`src/rtl/spm_pkg.sv`:
```
package spm_pkg;
  localparam int unsigned COEF_W_DEF = 8;

  typedef struct packed {
    logic sum;
    logic carry;
  } fa_out_t;

  function automatic fa_out_t full_add(input logic a, input logic b, input logic c);
    fa_out_t r;
    r.sum   = a ^ b ^ c;
    r.carry = (a & b) | (a & c) | (b & c);
    return r;
  endfunction
endpackage

```
`src/rtl/spm_neg_stage.sv`:
```
// Serial negator for the coefficient sign-bit term.
module spm_neg_stage (
  input  logic clk_i,
  input  logic rst_ni,
  input  logic init_i,
  input  logic in_i,
  output logic out_o
);
  logic seen_q, seen_eff;
  logic out_q;

  assign seen_eff = seen_q & ~init_i;

  always_ff @(posedge clk_i or negedge rst_ni) begin
    if (!rst_ni) begin
      seen_q <= 1'b0;
      out_q  <= 1'b0;
    end else begin
      seen_q <= seen_eff | in_i;
      out_q  <= in_i ^ seen_eff;
    end
  end

  assign out_o = out_q;

  // first bit of a word passes unchanged
  assert_first_bit_copied_R4: assert property (@(posedge clk_i) disable iff (!rst_ni)
    init_i |=> out_o == $past(in_i));

  // a zero first bit leaves the flag clear, regardless of the previous word
  assert_flag_cleared_R5: assert property (@(posedge clk_i) disable iff (!rst_ni)
    (init_i && !in_i) |=> !seen_q);
endmodule

```
`src/rtl/spm_add_stage.sv`:
```
// Bit-serial adder stage; upper sum and carry are gated off during init.
module spm_add_stage
  import spm_pkg::*;
(
  input  logic clk_i,
  input  logic rst_ni,
  input  logic init_i,
  input  logic pp_i,
  input  logic sum_i,
  output logic sum_o
);
  logic    carry_q, sum_q;
  logic    carry_eff, upper_eff;
  fa_out_t fa;

  assign carry_eff = carry_q & ~init_i;
  assign upper_eff = sum_i & ~init_i;
  assign fa        = full_add(pp_i, upper_eff, carry_eff);

  always_ff @(posedge clk_i or negedge rst_ni) begin
    if (!rst_ni) begin
      carry_q <= 1'b0;
      sum_q   <= 1'b0;
    end else begin
      carry_q <= fa.carry;
      sum_q   <= fa.sum;
    end
  end

  assign sum_o = sum_q;

  assert_no_carry_after_init_R5: assert property (@(posedge clk_i) disable iff (!rst_ni)
    init_i |=> !carry_q);

  assert_init_sum_is_pp_R5: assert property (@(posedge clk_i) disable iff (!rst_ni)
    init_i |=> sum_o == $past(pp_i));
endmodule

```
`src/rtl/spm_mult.sv`:
```
module spm_mult
  import spm_pkg::*;
#(
  parameter int unsigned COEF_W = COEF_W_DEF
) (
  input  logic              clk_i,
  input  logic              rst_ni,
  input  logic              init_i,
  input  logic              data_i,
  input  logic [COEF_W-1:0] coef_i,
  output logic              prod_o
);
  localparam int unsigned TOP = COEF_W - 1;

  logic [COEF_W-1:0] pp;
  logic [COEF_W-1:0] stage_sum;

  assign pp = {COEF_W{data_i}} & coef_i;

  // sign-bit term carries negative weight
  spm_neg_stage u_neg (
    .clk_i  (clk_i),
    .rst_ni (rst_ni),
    .init_i (init_i),
    .in_i   (pp[TOP]),
    .out_o  (stage_sum[TOP])
  );

  for (genvar i = 0; i < TOP; i++) begin : g_add
    spm_add_stage u_add (
      .clk_i  (clk_i),
      .rst_ni (rst_ni),
      .init_i (init_i),
      .pp_i   (pp[i]),
      .sum_i  (stage_sum[i+1]),
      .sum_o  (stage_sum[i])
    );
  end

  assign prod_o = stage_sum[0];

  assert_lsb_product_R6: assert property (@(posedge clk_i) disable iff (!rst_ni)
    init_i |=> prod_o == $past(data_i & coef_i[0]));

  assert_zero_coef_first_bit_R7: assert property (@(posedge clk_i) disable iff (!rst_ni)
    (init_i && coef_i == '0) |=> !prod_o);
endmodule

```
`config.mk`:
```
export PLATFORM = sky130hd
export DESIGN_NAME = spm_mult
export DESIGN_NICKNAME = d
export VERILOG_FILES = /design/src/rtl/spm_pkg.sv /design/src/rtl/spm_neg_stage.sv /design/src/rtl/spm_add_stage.sv /design/src/rtl/spm_mult.sv
export SDC_FILE = /design/constraint.sdc
export NUM_CORES = 1
export LEC_CHECK = 0
export ABC_AREA = 1
export BUFFER_PORTS_ARGS = -buffer_cell sky130_fd_sc_hd__buf_2
export CAP_MARGIN = 20
export CORE_MARGIN = 3
export CORE_UTILIZATION = 40
export CTS_BUF_LIST = sky130_fd_sc_hd__clkbuf_2
export DETAILED_ROUTE_END_ITERATION = 8
export GPL_ROUTABILITY_DRIVEN = 0
export PLACE_DENSITY = 0.6
export SLEW_MARGIN = 20
export SYNTH_ARGS = -nofsm -noshare
export SYNTH_HDL_FRONTEND = slang
export SYNTH_SLANG_ARGS = --single-unit
```
`constraint.sdc`:
```
create_clock -name clk_i -period 1.8 [get_ports clk_i]
set_clock_uncertainty 0.2 [all_clocks]
set_input_delay 0.27 -clock clk_i [delete_from_list [all_inputs] [get_ports clk_i]]
set_output_delay 0.27 -clock clk_i [all_outputs]
set_load 0.01 [all_outputs]
```
==> results.json <==
{
  "cts_sinks": 16,
  "worst_slew_pin_slew_ns": 0.357,
  "num_vias": 444,
  "ys_ff_latch": 16,
  "layout_commonest_cell": "inv_1",
  "crit_arrival_ns": 1.25,
  "first_pass_iters": 2,
  "flow.area_growth_from_synthesis_pct": 13.7,
  "clkSlewWorstSetupHoldPaths_ns": 0.15,
  "yosysTopAreaCellShare_pct": 52.9,
  "power_density_nw_per_um2": 768,
  "path_class": "reg -> reg",
  "crit-reg2reg-launch": "g_add[6].u_add.sum_o$_DFF_PN0_",
  "slew_viol_final": 0,
  "rr_worst_depth": 3,
  "synth_mux_area_share_pct": 0,
  "slew_headroom_pct": 76.2,
  "synth_fa_ha_area_share_pct": 20.2,
  "whs_path_depth": 3,
  "power.switching_uw": 177,
  "cts_buffer_depth": 2,
  "synth_cell_types": 9,
  "max_freq_mhz": 781,
  "timing.final.crit_period_ns": 1.28,
  "synth_nets": 92,
  "grt_pass1_wl_um": 1910,
  "swShare_pct": 26.8,
  "min_from": "coef_i[7]",
  "layout_common_cells": "inv_1 (23), dfrtp_1 (16), buf_2 (12)",
  "synth_compound_area_share_pct": 0,
  "clockPowerShare_pct": 23.4,
  "drv_cap": 0,
  "fillers": 195,
  "die-area_um2": 2450,
  "cts_setup_buffers": 0,
  "cp_slowest_cell": "fa_1",
  "min_path_type": "in -> reg",
  "post-route-period-util_pct": 71.1,
  "antenna_cells": 0,
  "via_per_inst": 3.96,
  "cts_tree": "yes",
  "row_count": 15,
  "track_usage_pct": 10.6,
  "fin_hold_ws_ns": 0.0656,
  "core-area_um2": 1760,
  "synth_seq_area_share_pct": 52.9,
  "reg2reg_setup_slack_ns": 0.52,
  "cp_max_fo": 1,
  "finalSetupViolCount": 0,
  "drc": 0,
  "die_w_um": 49.5,
  "power.share.sequential_pct": 61.7,
  "drt-initial-drc-count": 1,
  "ir_drop_v": 0.000455,
  "fin_util_pct": 48.8,
  "detail_route.wl_per_cell_um": 9.55,
  "worstSetupEndpointType": "flip-flop",
  "clkLatencyLatePin_ns": 0.28,
  "nets": 108,
  "syn_inst": 72,
  "cts_resized": 0,
  "leakagePower_nw": 0.499,
  "first_global_vias": 471,
  "synth_xor_area_share_pct": 0,
  "fin_setup_tns_ns": 0,
  "max_stage_delay_ns": 0.43,
  "grt_antenna_before_repair": 0,
  "path_cells": "inv_1 > nor2_1 > fa_1",
  "multi_input_area_um2": 254,
  "portBuffers": 12,
  "hold_buffers": 1,
  "rsz0062_at_grt": "no",
  "start_util_pct": 42.9,
  "htree_num_levels": 1,
  "reg2reg_to": "g_add[5].u_add.sum_o$_DFF_PN0_",
  "regArea_um2": 400,
  "syn_avg_cell_area_um2": 10.5,
  "synth_warnings": 0,
  "dp_hpwl_um": 804,
  "synth_top_cell_by_area": "dfrtp_1",
  "finalWirelength_um": 1070,
  "synth_top_family_by_area": "adder cells",
  "combPwrFrac_pct": 14.9,
  "overflow": 0,
  "synth_area_um2": 757,
  "cts_root_buffer": "clkbuf_2",
  "synth_simple_gate_area_share_pct": 13.4,
  "status": "completed",
  "crit_path_start_kind": "flip-flop",
  "synthTopCellsByArea": "dfrtp_1 (53%), fa_1 (19%), inv_1 (11%)",
  "finalHoldViolations": 0,
  "drive_gt1_share_pct": 24.1,
  "pin_count": 13,
  "antenna_left": 0,
  "p_int_uw": 484,
  "worst_ep_required_time_ns": 1.77,
  "min_to": "u_neg.out_o$_DFF_PN0_",
  "grt_max_degree": 17,
  "die_h_um": 49.5,
  "cts_buffers": 3
}
==> layout make-up <==
type	count	area share, %
multi-input combinational	31	29.5
clock inverter	1	0.436
inverter	23	10.0
sequential	16	46.5
tap	25	3.63
timing repair buffer	13	8.14
clock buffer	3	1.74
==> flip-flops by register name, summed over array words and instances, names as in the netlist <==
name / cells
g_add.u_add.sum_o: 7
u_neg.out_o: 1
u_neg.seen_q: 1
g_add.u_add.carry_q: 7
==> critical path: cells and delay by family, from the launching register on <==
kind / cells / cell delay (ns)
fa+ha+maj: 1 / 0.43
flops: 1 / 0.37
simple gates: 1 / 0.13
buf+inv: 1 / 0.04
==> cell usage after synthesis <==
library cell and instances:
nor2_1 8, ha_1 1, buf_2 1, inv_1 23, fa_1 7, buf_6 1, dfrtp_1 16, nor2_2 6
nand2_1 9
==> how the worst max path moves through the flow <==
stage / slack, ns / from / cells after the start / endpoint
2_1_floorplan: 0.50 / data_i / 4 / g_add[3].u_add.sum_o$_DFF_PN0_
3_3_place_gp: 0.34 / init_i / 3 / g_add[3].u_add.sum_o$_DFF_PN0_
3_5_place_dp: 0.31 / init_i / 3 / g_add[2].u_add.sum_o$_DFF_PN0_
4_1_cts: 0.50 / g_add[3].u_add.sum_o$_DFF_PN0_ / 3 / g_add[2].u_add.sum_o$_DFF_PN0_
5_1_grt: 0.46 / g_add[6].u_add.sum_o$_DFF_PN0_ / 3 / g_add[5].u_add.sum_o$_DFF_PN0_
6_report: 0.52 / g_add[6].u_add.sum_o$_DFF_PN0_ / 3 / g_add[5].u_add.sum_o$_DFF_PN0_
==> kinds of logic (layout without fill, tap and decap cells) <==
kind of cell	after synthesis	count (layout)
DFF	16	16
and+or+nand+nor	23	23
buffers and inverters	25	40
adders and majority gates	8	8
==> metal layers <==
metal / wire length [µm] / global-route usage (%)
met5: 0 / 0
met2: 545 / 18.3
met4: 8 / 4.15
met1: 441 / 11.2
met3: 75 / 4.83
==> through the flow <==
| stage | instance area (µm²) | setup slack, ns | std cells | power (mW) |
|---|---|---|---|---|
| floorplan | 757 | 0.502 | 72 | 0.476 |
| global placement | 832 | 0.340 | 107 | 0.509 |
| detailed placement | 832 | 0.311 | 107 | 0.516 |
| CTS | 861 | 0.505 | 112 | 0.675 |
| global route | 861 | 0.460 | 112 | 0.705 |
| finish | 861 | 0.520 | 112 | 0.661 |
==> power by group through the flow <==
stage               Clock [mW]  Combinational, mW  Sequential [mW]
floorplan                    0             0.0612            0.415
global placement             0             0.0945            0.414
detailed placement           0              0.100            0.416
CTS                      0.163              0.103            0.408
global route             0.176              0.117            0.411
finish                   0.155             0.0985            0.408
No activity file was read; power rests on OpenSTA's default activity.
